<file path="src/rtl/l1pm_pkg.sv">
package l1pm_pkg;

    typedef enum logic [1:0] {
        PS_L0  = 2'd0,
        PS_REQ = 2'd1,
        PS_L1  = 2'd2
    } pm_state_e;

    typedef struct packed {
        pm_state_e st;
        logic      l0s;
        logic      ex;
    } pm_ctl_t;

    localparam int N_CRED_TYPES = 3;

endpackage

</file>
<file path="src/rtl/l1pm_idle_timer.sv">
module l1pm_idle_timer #(
    parameter int IDLE_CYC = 1000
) (
    input  logic clk,
    input  logic rst_n,
    input  logic rx_pkt,
    input  logic rearm,
    output logic idle_ok
);
    localparam int CNTW = $clog2(IDLE_CYC + 1);
    localparam logic [CNTW-1:0] CMAX = CNTW'(IDLE_CYC);

    logic [CNTW-1:0] cnt_d, cnt_q;

    always_comb begin
        cnt_d = cnt_q;
        if (rx_pkt || rearm)
            cnt_d = '0;
        else if (cnt_q != CMAX)
            cnt_d = cnt_q + 1'b1;
    end

    always_ff @(posedge clk or negedge rst_n) begin
        if (!rst_n) cnt_q <= '0;
        else        cnt_q <= cnt_d;
    end

    assign idle_ok = (cnt_q == CMAX);

    // a received packet restarts the quiet interval
    assert_rx_restart_R4: assert property (@(posedge clk) disable iff (!rst_n)
        rx_pkt |=> !idle_ok);
    // re-arming clears the quiet interval
    assert_rearm_R11: assert property (@(posedge clk) disable iff (!rst_n)
        rearm |=> (cnt_q == '0));
endmodule

</file>
<file path="src/rtl/l1pm_credit_gate.sv">
module l1pm_credit_gate #(
    parameter int CW = 8
) (
    input  logic [3*CW-1:0] hdr_cred,
    input  logic [3*CW-1:0] data_cred,
    input  logic [3*CW-1:0] hdr_need,
    input  logic [3*CW-1:0] data_need,
    output logic            cred_ok
);
    import l1pm_pkg::*;
    logic [N_CRED_TYPES-1:0] type_ok;

    for (genvar i = 0; i < N_CRED_TYPES; i++) begin : g_type
        assign type_ok[i] = (hdr_cred[i*CW +: CW]  >= hdr_need[i*CW +: CW]) &&
                            (data_cred[i*CW +: CW] >= data_need[i*CW +: CW]);
    end

    assign cred_ok = &type_ok;
endmodule

</file>
<file path="src/rtl/l1pm_partition_gate.sv">
module l1pm_partition_gate #(
    parameter int N_DS = 4
) (
    input  logic [N_DS-1:0] ds_in_l1,
    input  logic [N_DS-1:0] ds_in_d3,
    input  logic [N_DS-1:0] ds_link_down,
    output logic            part_ok
);
    logic [N_DS-1:0] port_ok;

    for (genvar p = 0; p < N_DS; p++) begin : g_port
        // a port in D3 or with its link down does not hold up entry
        assign port_ok[p] = ds_in_l1[p] | ds_in_d3[p] | ds_link_down[p];
    end

    assign part_ok = &port_ok;
endmodule

</file>
<file path="src/rtl/l1pm_ctrl.sv">
module l1pm_ctrl
    import l1pm_pkg::*;
#(
    parameter int N_DS     = 4,
    parameter int CW       = 8,
    parameter int IDLE_CYC = 1000,
    parameter int EXIT_MAX = 100
) (
    input  logic            clk,
    input  logic            rst_n,
    input  logic            aspm_l1_en,
    input  logic [N_DS-1:0] ds_in_l1,
    input  logic [N_DS-1:0] ds_in_d3,
    input  logic [N_DS-1:0] ds_link_down,
    input  logic [N_DS-1:0] ds_exit_start,
    input  logic            tlp_pending,
    input  logic            dllp_pending,
    input  logic            replay_empty,
    input  logic            rx_pkt,
    input  logic [3*CW-1:0] hdr_cred,
    input  logic [3*CW-1:0] data_cred,
    input  logic [3*CW-1:0] hdr_need,
    input  logic [3*CW-1:0] data_need,
    input  logic            partner_ack,
    input  logic            partner_nak,
    output logic            l1_req,
    output logic            l0s_try,
    output logic [1:0]      pwr_state,
    output logic            l1_exit_req
);
    localparam int LATW = $clog2(EXIT_MAX + 2);

    logic    idle_ok, cred_ok, part_ok, entry_ok, rearm, exit_trig;
    pm_ctl_t ctl_d, ctl_q;

    l1pm_idle_timer #(.IDLE_CYC(IDLE_CYC)) u_idle (
        .clk(clk), .rst_n(rst_n), .rx_pkt(rx_pkt), .rearm(rearm), .idle_ok(idle_ok)
    );

    l1pm_credit_gate #(.CW(CW)) u_cred (
        .hdr_cred(hdr_cred), .data_cred(data_cred),
        .hdr_need(hdr_need), .data_need(data_need), .cred_ok(cred_ok)
    );

    l1pm_partition_gate #(.N_DS(N_DS)) u_part (
        .ds_in_l1(ds_in_l1), .ds_in_d3(ds_in_d3), .ds_link_down(ds_link_down),
        .part_ok(part_ok)
    );

    assign entry_ok  = aspm_l1_en && part_ok && !tlp_pending && !dllp_pending &&
                       replay_empty && idle_ok && cred_ok;
    assign exit_trig = tlp_pending || (|ds_exit_start);

    always_comb begin
        ctl_d     = ctl_q;
        ctl_d.l0s = 1'b0;
        ctl_d.ex  = 1'b0;
        rearm     = 1'b0;
        unique case (ctl_q.st)
            PS_L0: begin
                if (entry_ok) ctl_d.st = PS_REQ;
            end
            PS_REQ: begin
                if (!entry_ok) begin
                    ctl_d.st = PS_L0;
                end else if (partner_ack) begin
                    ctl_d.st = PS_L1;
                end else if (partner_nak) begin
                    ctl_d.st  = PS_L0;
                    ctl_d.l0s = 1'b1;
                    rearm     = 1'b1;
                end
            end
            PS_L1: begin
                if (exit_trig) begin
                    ctl_d.st = PS_L0;
                    ctl_d.ex = 1'b1;
                    rearm    = 1'b1;
                end
            end
            default: ctl_d.st = PS_L0;
        endcase
    end

    always_ff @(posedge clk or negedge rst_n) begin
        if (!rst_n) ctl_q <= '{st: PS_L0, l0s: 1'b0, ex: 1'b0};
        else        ctl_q <= ctl_d;
    end

    assign l1_req      = (ctl_q.st == PS_REQ);
    assign l0s_try     = ctl_q.l0s;
    assign l1_exit_req = ctl_q.ex;
    assign pwr_state   = ctl_q.st;

    // exit latency watch: counts cycles from a downstream exit start seen in L1
    logic            lat_pend_q;
    logic [LATW-1:0] lat_cnt_q;
    always_ff @(posedge clk or negedge rst_n) begin
        if (!rst_n) begin
            lat_pend_q <= 1'b0;
            lat_cnt_q  <= '0;
        end else if (l1_exit_req) begin
            lat_pend_q <= 1'b0;
            lat_cnt_q  <= '0;
        end else if (lat_pend_q || (ctl_q.st == PS_L1 && |ds_exit_start)) begin
            lat_pend_q <= 1'b1;
            if (lat_cnt_q != {LATW{1'b1}}) lat_cnt_q <= lat_cnt_q + 1'b1;
        end
    end

    assert_exit_bound_R10: assert property (@(posedge clk) disable iff (!rst_n)
        lat_cnt_q <= LATW'(EXIT_MAX));
    assert_ds_exit_R9: assert property (@(posedge clk) disable iff (!rst_n)
        (pwr_state == 2'd2 && |ds_exit_start) |=> (l1_exit_req && pwr_state == 2'd0));
    assert_enable_gate_R1: assert property (@(posedge clk) disable iff (!rst_n)
        (!aspm_l1_en && pwr_state == 2'd0) |=> (pwr_state == 2'd0));
    assert_withdraw_R8: assert property (@(posedge clk) disable iff (!rst_n)
        (l1_req && (dllp_pending || !aspm_l1_en)) |=> (pwr_state == 2'd0));
    assert_l1_via_req_R6: assert property (@(posedge clk) disable iff (!rst_n)
        (pwr_state == 2'd0) |=> (pwr_state != 2'd2));
    assert_nak_strobe_R7: assert property (@(posedge clk) disable iff (!rst_n)
        l0s_try |=> !l0s_try);
    assert_exclusive_R12: assert property (@(posedge clk) disable iff (!rst_n)
        $onehot0({l1_req, l0s_try, l1_exit_req}));
endmodule

</file>
<file path="config.mk">
export PLATFORM = sky130hd
export DESIGN_NAME = l1pm_ctrl
export DESIGN_NICKNAME = d
export VERILOG_FILES = /design/src/rtl/l1pm_pkg.sv /design/src/rtl/l1pm_idle_timer.sv /design/src/rtl/l1pm_credit_gate.sv /design/src/rtl/l1pm_partition_gate.sv /design/src/rtl/l1pm_ctrl.sv
export SDC_FILE = /design/constraint.sdc
export NUM_CORES = 1
export LEC_CHECK = 0
export ABC_AREA = 1
export BUFFER_PORTS_ARGS = -buffer_cell sky130_fd_sc_hd__buf_2
export CAP_MARGIN = 15
export CORE_MARGIN = 1.5
export CORE_UTILIZATION = 40
export DETAILED_ROUTE_END_ITERATION = 10
export PLACE_DENSITY_LB_ADDON = 0.1
export SYNTH_ARGS = -nofsm -noshare
export SYNTH_HDL_FRONTEND = slang
export SYNTH_SLANG_ARGS = --single-unit
</file>
<file path="constraint.sdc">
create_clock -name clk -period 1.6 [get_ports clk]
set_input_delay 0.16 -clock clk [delete_from_list [all_inputs] [get_ports clk]]
set_output_delay 0.16 -clock clk [all_outputs]
set_load 0.02 [all_outputs]
</file>
==> impl_metrics.ini, run 1 <==
[run_status]
outcome = complete, but fails checks
violations = setup timing

[pwr]
p_per_area_nw_per_um2 = 452
p_leak_nw = 2.07
power.internal_uw = 950
clockPowerShare_pct = 22.9
finalPower_mw = 1.49
seqPwrFrac_pct = 26.4
power_switching_uw = 542
vdd_ir_drop_max_uv = 360
p_sw_share_pct = 36.3
p_comb_share_pct = 50.7

[synthesis]
synth_area_um2 = 2330
synth.largest_area_cell = ha_1
ys.flop_type = dfrtp_1
ys_seq_area_share_pct = 15.1
synth_top_area_share_pct = 28.5
syn_inst = 352
synth_edf_count = 0
ys_seq_elements = 14
syn_area_per_cell_um2 = 6.61
synth_most_common_cell = nand2_1
yosys-top-cells-area = ha_1, dfrtp_1, nand2_1
yosysUniqueCellTypes = 27
yosys_warnings = 0
synth.top_cells.by_count = nand2_1, inv_1, ha_1, nor2_1, dfrtp_1
synthesis.nets = 526
async_flop_share_pct = 100

[job]
max-cap-violations = 0

[layout]
instances_no_fill = 573
fin_util_pct = 59.2
fin_area_um2 = 3300
num-fill-cells = 560
drive_above_1_share_pct = 37.1
num_antenna_cells = 0
area_growth_pct = 41.9
nets = 676

[timing]
fin_worst_skew_ns = 0.00175
holdWs_ns = 0.157
fin_ws_ns = -0.207
period_share_pct = 113
grt_setup_unrepaired = yes
max_slew_margin_pct = 79.2
hold_violations = 0
fmax_ghz = 0.553
slew_violations = 0
finalSetupViolations = 13
worst_slew_pin_slew_ns = 0.312
tns_ns = -2.25
period_minus_slack_ns = 1.81

[routing]
wl_per_cell_um = 9.07
top_layer_used = met4
dr_wl_met3_um = 349
m1WireLength_um = 2310
drt_wl_total_um = 5200
drt.antenna.violating_nets = 0
vias_per_cell = 4.32
met2WireLength_um = 2500
drt_pre_antenna_iters = 4
vias = 2475
drt_iter0_markers = 68
drc = 0

[critical_path]
regToRegSetupSlack_ns = -0.21
crit_path_end = u_idle.cnt_q[4]$_DFFE_PN0P_
cp-start-kind = flop
r2r-end = u_idle.cnt_q[4]$_DFFE_PN0P_
path_class = flop to flop
r2r_cells = 15
worstPathRequired_ns = 1.73
crit_start = u_idle.cnt_q[0]$_DFFE_PN0P_
cp_slowest_cell = dfrtp_1
timing.rr.start = u_idle.cnt_q[0]$_DFFE_PN0P_
path_max_fanout = 5
worstPathCellList = inv_2, ha_4, nand2_2, nor2_2, nand2_2, nor2_4, nand2_2, nor2_2, nand2_2, nor2_4, nand4_1, nand2_2, nand2_4, nand2_4, nor2_2
worstPathArrival_ns = 1.94
cp-end-kind = flop
cp_slowest_stage_delay_ns = 0.38
crit_path_frequent_cell = nand2_2

[clock_tree]
cts_buffers = 3
cts_tree = yes
clock_sinks = 14
ctsHtreeMaxLevel = 1
clkLatencyLatePin_ns = 0.25
cts.root.buffer_cell = clkbuf_8
cts_buffer_depth = 2
clk_pin_slew_worst_paths_ns = 0.06

[die]
dieArea_um2 = 6280
die_w_um = 79.3
initial_core_util_pct = 41.8
core_um2 = 5570
io_pins = 126
placementRows = 27
die_height_um = 79.3

[place]
io_buffers = 125
pre_cts_slack_ns = -0.244
postPlaceCellArea_um2 = 3160
routabilityCongestion = 0.808
hpwlAfterDp_um = 4750
place_inst = 565

[grt]
grt_max_degree = 15
antenna_found_initial = 0
grt_pass1_vias = 2236
gr-total-overflow = 0
grt_use_total_pct = 17.1
grt_pass1_wl_um = 8810

[hold_path]
hold_class = primary input to flop
power groups by stage:
stage	clock (mW)	sequential [mW]	combinational (mW)
2_1_floorplan	0	0.413	0.431
3_3_place_gp	0	0.398	0.717
3_5_place_dp	0	0.400	0.735
4_1_cts	0.351	0.393	0.745
5_1_grt	0.363	0.396	0.878
6_report	0.341	0.394	0.755
sequential cells by signal (all words and copies together) (netlist names):
name,count
l0s_try,1
l1_exit_req,1
pwr_state,2
u_idle.cnt_q,10
area by class of cell:
type,count,area (um^2),area share (%)
Clock buffer,4,55.1,1.67
Inverter,88,330,10.0
Multi-Input combinational cell,251,1710,51.6
Timing Repair Buffer,144,771,23.3
Tap cell,72,90.1,2.73
Sequential cell,14,350,10.6
critical path, delay by kind of cell, from the launching register on:
kind / cells / cell delay, ns
buf+inv: 1 / 0.08
fa+ha+maj: 1 / 0.13
simple gates: 13 / 1.10
flops: 1 / 0.38
per-layer routing:
layer / vias up / track usage (%)
li1: 1367 / -
met1: 1028 / 21.5
met2: 76 / 30.7
met3: 4 / 2.76
met4: 0 / 3.51
met5: - / 0
worst min path at each step:
stage / cells past startpoint / start / slack [ns] / end
after floorplan: 0 / rst_n / -0.14 / l0s_try$_DFF_PN0_
after global routing: 2 / partner_ack / 0.16 / l0s_try$_DFF_PN0_
after global placement: 1 / rst_n / 0.07 / u_idle.cnt_q[7]$_DFFE_PN0P_
after CTS: 2 / partner_ack / 0.13 / l0s_try$_DFF_PN0_
final: 2 / partner_ack / 0.16 / l0s_try$_DFF_PN0_
after detailed placement: 1 / rst_n / 0.07 / pwr_state[1]$_DFFE_PN0P_
cell usage in the layout, fill, tap and decap left out, types with 2 or more instances in the layout:
cell,instances
nor2_2,11
o21ai_0,2
nand2_1,87
clkbuf_8,4
xnor2_1,3
nor2_4,5
nand4_1,3
xor2_1,5
nand3_1,6
o21a_1,4
nand2_4,2
nor2_1,36
buf_2,125
nand2_2,9
buf_4,18
o21bai_1,3
inv_1,82
dfrtp_1,14
inv_2,5
a21oi_1,10
nor3_1,4
ha_1,52
cell families after synthesis:
group	after synthesis	share of synthesized area (%)
XOR/XNOR	8	3.01
flip-flops	14	15.1
adder cells (fa/ha/maj)	53	28.5
buffers and inverters	88	14.2
AND/OR/NAND/NOR	168	33.4
AO/OA/AOI/OAI	21	5.86
repair_timing:
action                                  in CTS  in global routing
endpoints found under the hold margin       14                  0
endpoints found under the setup margin      13                 13
setup buffers                                0                  2
pin swaps                                    1                  2
gates cloned                                 0                  1
hold buffers                                 1                  0
resized for setup                            1                  9
Power figures use the tool's default switching activity.
==> run 2, diff against run 1 <==
--- a/config.mk
+++ b/config.mk
@@ -5,7 +5,6 @@
 export SDC_FILE = /design/constraint.sdc
 export NUM_CORES = 1
 export LEC_CHECK = 0
-export ABC_AREA = 1
 export BUFFER_PORTS_ARGS = -buffer_cell sky130_fd_sc_hd__buf_2
 export CAP_MARGIN = 15
 export CORE_MARGIN = 1.5
==> run 2 against run 1 <==
  * The run still ends with setup timing left
  * Maximum frequency is 23% lower
  * Worst setup slack got worse by 0.53 ns
  * Via count is 7.6% lower
  * Synthesized cell count shrank 26%
==> impl_metrics.ini, run 2 <==
[run_status]
outcome = complete, but fails checks
violations = setup timing

[synthesis]
ys_seq_area_share_pct = 17.2
synth-compound-area-share_pct = 14.3
synthesis.nets = 435
yosys_warnings = 0
yosys-top-cells-area = ha_1, dfrtp_1, inv_1
synth_top_area_share_pct = 32.5
synth.largest_area_cell = ha_1
yosysUniqueCellTypes = 38
ys.flop_type = dfrtp_1
synth_area_um2 = 2040
synth.area.mux_share_pct = 0.552
synth.top_cells.by_count = inv_1, ha_1, a21oi_1, nor2_1
synth_xor_area_share_pct = 3.43
async_flop_share_pct = 100
ys_seq_elements = 14
synth_most_common_cell = inv_1
synth_edf_count = 0
synth-simple-area-share_pct = 21.1
synth_fa_ha_area_share_pct = 32.5
synth_top_family_by_area = adder cells
syn_area_per_cell_um2 = 7.82
syn_inst = 261

[clock_tree]
cts_tree = yes
cts.root.buffer_cell = clkbuf_8
ctsHtreeMaxLevel = 1
cts_buffers = 3
cts_buffer_depth = 2
clock_sinks = 14
clkLatencyLatePin_ns = 0.25
clk_pin_slew_worst_paths_ns = 0.06

[timing]
fin_ws_ns = -0.734
fin_worst_skew_ns = 0.00261
hold_violations = 0
finalSetupViolations = 12
period_share_pct = 146
slew_violations = 0
fmax_ghz = 0.428
max_slew_margin_pct = 57.3
grt_setup_unrepaired = yes
period_minus_slack_ns = 2.33
worst_slew_pin_slew_ns = 0.632

[die]
placementRows = 25
die_w_um = 74.4
initial_core_util_pct = 42.4
core_um2 = 4820
dieArea_um2 = 5540
io_pins = 126
die_height_um = 74.4

[place]
hpwlAfterDp_um = 4440
postPlaceCellArea_um2 = 2940
io_buffers = 125
pre_cts_slack_ns = -0.739
routabilityCongestion = 0.775

[layout]
regMostFlops = u_idle.cnt_q
num-fill-cells = 467
multi_input_area_um2 = 1520
drive_above_1_share_pct = 41.0
nets = 596
fin_area_um2 = 3100
fin_util_pct = 64.3
area_growth_pct = 51.7
final_cell_mix = buf_2, inv_1, ha_1
num_antenna_cells = 0
largest_reg_flops = 10
final_common_cell = buf_2
seq_area_um2 = 350

[critical_path]
path_class = flop to flop
cp_slowest_stage_delay_ns = 0.46
cp_slowest_cell = or4_4
worstPathCellList = inv_2, ha_4, nand4b_1, or3_4, nor2b_2, nand4_1, or4_4, nor4_4, buf_6, nor3_1
worstPathArrival_ns = 2.44
worstPathRequired_ns = 1.71
cp-end-kind = flop
path_max_fanout = 8
cp-start-kind = flop
regToRegSetupSlack_ns = -0.73

[grt]
grt_use_met2_pct = 37.5
grt_pass1_vias = 2178
gr-total-overflow = 0
met3_usage_pct = 2.17
grt_pass1_wl_um = 8330
busiest_layer = met2
grt_use_total_pct = 18.6
antenna_found_initial = 0
grt_use_met1_pct = 20.2
grt_max_degree = 15

[pwr]
p_leak_nw = 1.82
finalPower_mw = 1.18
p_per_area_nw_per_um2 = 381
vdd_ir_drop_max_uv = 237

[routing]
drt_iter0_markers = 75
vias = 2287
drt_wl_total_um = 4950
drc = 0
wl_per_cell_um = 10.2
drt.antenna.violating_nets = 0
drt_pre_antenna_iters = 4
vias_per_cell = 4.70

[hold_path]
hold_class = primary input to flop

[job]
max-cap-violations = 0
## run 2: changes by cell type after synthesis, sizes merged, moves of 5 or more
cell	change
inv	-29
nor3	+8
nor2	-36
nand2	-84
a21oi	+5
o21ai	+12
## run 2: path summary, 6_finish.rpt
check / depth (start not counted) / startpoint / endpoint
max in group asynchronous: 2 / rst_n / u_idle.cnt_q[9]$_DFFE_PN0P_
worst max-delay path: 10 / u_idle.cnt_q[1]$_DFFE_PN0P_ / u_idle.cnt_q[1]$_DFFE_PN0P_
worst min register to register: 2 / pwr_state[0]$_DFFE_PN0P_ / pwr_state[0]$_DFFE_PN0P_
worst max register to register: 10 / u_idle.cnt_q[1]$_DFFE_PN0P_ / u_idle.cnt_q[1]$_DFFE_PN0P_
min in group asynchronous: 2 / rst_n / u_idle.cnt_q[4]$_DFFE_PN0P_
worst min-delay path: 3 / ds_exit_start[1] / l1_exit_req$_DFF_PN0_
## run 2: metrics by stage
| stage | setup TNS (ns) | hold WS, ns | instances |
|---|---|---|---|
| 2_1_floorplan | -6.77 | -0.136 | 261 |
| 3_3_place_gp | -6.46 | 0.0701 | 477 |
| 3_5_place_dp | -7.10 | 0.0795 | 477 |
| 4_1_cts | -6.82 | 0.232 | 485 |
| 5_1_grt | -8.29 | 0.264 | 487 |
| 6_report | -7.06 | 0.231 | 487 |
## run 2: what timing repair did
| item | in CTS | in global routing |
|---|---|---|
| buffers inserted | 12 | 2 |
| setup endpoints to repair | 11 | 12 |
| hold buffers | 1 | 0 |
| resized for setup | 9 | 4 |
| pin swaps | 2 | 4 |
| hold endpoints to repair | 14 | 0 |
## run 2: routing by layer
| metal | routed length [um] | share of wire [%] | vias up |
|---|---|---|---|
| met5 | 0 | 0 | - |
| li1 | - | - | 1224 |
| met4 | 62 | 1.3 | 0 |
| met1 | 2080 | 42 | 1002 |
| met3 | 205 | 4.1 | 6 |
| met2 | 2600 | 53 | 55 |
## run 2: layout make-up
| type | instances | share of cell area (%) |
|---|---|---|
| tap | 67 | 2.71 |
| sequential | 14 | 11.3 |
| clock buffer | 3 | 1.33 |
| timing repair buffer | 158 | 28.5 |
| multi-input combinational | 188 | 49.2 |
| inverter | 57 | 6.91 |
## run 2: critical path, delay by kind of cell (launching register included)
kind                     cells  cell delay [ns]
adder cells (fa/ha/maj)      1             0.11
buffers and inverters        2             0.24
flip-flops                   1             0.39
AND/OR/NAND/NOR              7             1.45
## run 2: cells by family (layout without fill, tap and decap cells)
group,count (synthesis),after routing
AOI/OAI and AO/OA,47,47
xor gates and xnor gates,8,8
adders and majority gates,53,53
buffers and inverters,59,218
DFF,14,14
muxes,1,1
and+or+nand+nor,79,79
## run 2: power by group
part / internal (mW) / total [mW] / switching [mW]
clock: 0.167 / 0.291 / 0.125
sequential: 0.360 / 0.365 / 0.00431
combinational: 0.296 / 0.524 / 0.228
total: 0.823 / 1.18 / 0.357
==> run 3, diff against run 2 <==
--- a/config.mk
+++ b/config.mk
@@ -7,8 +7,10 @@
 export LEC_CHECK = 0
 export BUFFER_PORTS_ARGS = -buffer_cell sky130_fd_sc_hd__buf_2
 export CAP_MARGIN = 15
+export CELL_PAD_IN_SITES_DETAIL_PLACEMENT = 1
+export CELL_PAD_IN_SITES_GLOBAL_PLACEMENT = 1
 export CORE_MARGIN = 1.5
-export CORE_UTILIZATION = 40
+export CORE_UTILIZATION = 32
 export DETAILED_ROUTE_END_ITERATION = 10
 export PLACE_DENSITY_LB_ADDON = 0.1
 export SYNTH_ARGS = -nofsm -noshare
==> constraint.sdc (replaced) <==
create_clock -name clk -period 2.7 [get_ports clk]
set_input_delay 0.27 -clock clk [delete_from_list [all_inputs] [get_ports clk]]
set_output_delay 0.27 -clock clk [all_outputs]
set_load 0.02 [all_outputs]
==> run 3 against run 2 <==
  * The flow now finishes without violations
  * Sequential cell count unchanged
  * First-iteration DRC count down 39%
  * Register-to-register slack better by 0.89 ns
  * Maximum frequency down 8.2%
  * Via count down 2.6%
  * Combinational power down 50%
  * Clock-buffer cell count up 1
  * Core utilization down 17 points
  * Clock skew down 0.0016 ns
  * Largest cell class unchanged
==> impl_metrics.ini, run 3 (synthesis results as in run 2) <==
[run_status]
outcome = finished, final reports clean

[critical_path]
timing.rr.start = u_idle.cnt_q[0]$_DFFE_PN0P_
r2r-end = u_idle.cnt_q[7]$_DFFE_PN0P_
crit_start = u_idle.cnt_q[0]$_DFFE_PN0P_
path_class = flop to flop
worstPathRequired_ns = 2.81
cp_slowest_cell = or4_4
worstPathArrival_ns = 2.65
path_max_fanout = 8
cp-end-kind = flop
regToRegSetupSlack_ns = 0.16
cp_slowest_stage_delay_ns = 0.47
worstPathCellList = inv_1, ha_1, nand4b_1, or3_1, nor2b_2, nand4_1, or4_4, nor4_4, nor3_1
r2r_cells = 9
cp-start-kind = flop

[grt]
grt_pass1_wl_um = 9980
gr-total-overflow = 0
grt_pass1_vias = 2364
grt_max_degree = 15
antenna_found_initial = 0
grt_use_total_pct = 17.0

[layout]
num-fill-cells = 805
multi_input_area_um2 = 1470
seq_area_um2 = 350
final_common_cell = buf_2
final_cell_mix = buf_2, inv_1, ha_1
largest_reg_flops = 10
regMostFlops = u_idle.cnt_q
instances_no_fill = 465
drive_above_1_share_pct = 34.4
num_antenna_cells = 0
nets = 565
area_growth_pct = 38.4

[timing]
fin_ws_ns = 0.158
worst_slew_pin_slew_ns = 0.679
hold_violations = 0
tns_ns = 0
grt_setup_unrepaired = no
max_slew_margin_pct = 53.6
finalSetupViolations = 0
slew_violations = 0
holdWs_ns = 0.393
period_minus_slack_ns = 2.54
fmax_ghz = 0.393
period_share_pct = 94.1
fin_worst_skew_ns = 0.00101

[place]
pre_cts_slack_ns = 0.149
io_buffers = 125
routabilityCongestion = 0.796
hpwlAfterDp_um = 5160
place_inst = 460

[clock_tree]
ctsHtreeMaxLevel = 1
cts_tree = yes
clock_sinks = 14
clk_pin_slew_worst_paths_ns = 0.06
clkLatencyLatePin_ns = 0.25
cts.root.buffer_cell = clkbuf_8
cts_buffers = 3
cts_buffer_depth = 2

[routing]
drc = 0
vias_per_cell = 4.79
wl_per_cell_um = 12.3
vias = 2227
drt_iter0_markers = 46
drt_wl_total_um = 5720
drt.antenna.violating_nets = 0
drt_pre_antenna_iters = 4

[hold_path]
min_from = ds_exit_start[1]
holdPathEnd = l1_exit_req$_DFF_PN0_
hold_class = primary input to flop
holdPathStages = 3

[die]
core_um2 = 6030
placementRows = 28
initial_core_util_pct = 33.9
die_w_um = 82.9
dieArea_um2 = 6860
die_height_um = 82.9
io_pins = 126

[pwr]
p_leak_nw = 1.66
p_per_area_nw_per_um2 = 244
vdd_ir_drop_max_uv = 219

[job]
max-cap-violations = 0
run 3: changes by cell type in the layout (fill, tap and decap cells not counted), moves of 2 or more:
cell,delta
inv_1,+2
nor4_1,+2
nor4_4,-2
buf_6,-2
inv_2,-2
buf_4,-29
run 3: routing by layer:
metal | part of all wire, % | up-vias | GRT usage (%)
li1 | - | 1163 | -
met1 | 42 | 989 | 19.9
met2 | 50 | 71 | 31.8
met3 | 7.2 | 4 | 4.77
met4 | 0.51 | 0 | 1.82
met5 | 0 | - | 0
run 3: worst max path at each step:
stage / to / cells past startpoint
after detailed placement: u_idle.cnt_q[7]$_DFFE_PN0P_ / 9
after global placement: u_idle.cnt_q[6]$_DFFE_PN0P_ / 9
after CTS: u_idle.cnt_q[7]$_DFFE_PN0P_ / 9
after global routing: u_idle.cnt_q[6]$_DFFE_PN0P_ / 9
final: u_idle.cnt_q[7]$_DFFE_PN0P_ / 9
after floorplan: u_idle.cnt_q[0]$_DFFE_PN0P_ / 10
run 3: cell type report:
| class | count | area share [%] |
|---|---|---|
| clock buffers | 4 | 1.95 |
| inverters | 57 | 7.58 |
| multi-input cells | 188 | 52.0 |
| flip-flops and latches | 14 | 12.4 |
| well taps | 75 | 3.32 |
| repair buffers | 127 | 22.8 |
run 3: report_power, final:
group	switching [mW]	internal, mW
clock network	0.0775	0.129
logic	0.123	0.141
registers	0.00479	0.213
run 3: critical path: cells and delay by family, from the launching register on:
family,cells,cell delay [ns]
fa+ha+maj,1,0.15
buf+inv,1,0.08
flops,1,0.44
simple gates,7,1.72
run 3: per-stage QoR:
stage | area (um^2) | util, % | power (mW)
after global placement | 2760 | 45.8 | 0.480
after global routing | 2820 | 46.9 | 0.754
after detailed placement | 2760 | 45.8 | 0.490
final | 2820 | 46.9 | 0.689
after CTS | 2820 | 46.9 | 0.700
after floorplan | 2040 | - | 0.359
run 3: timing repair:
action / 4_1_cts / 5_1_grt
resized for setup: 0 / 0
hold buffers: 1 / 0
hold endpoints to repair: 14 / 0
setup buffers: 0 / 0
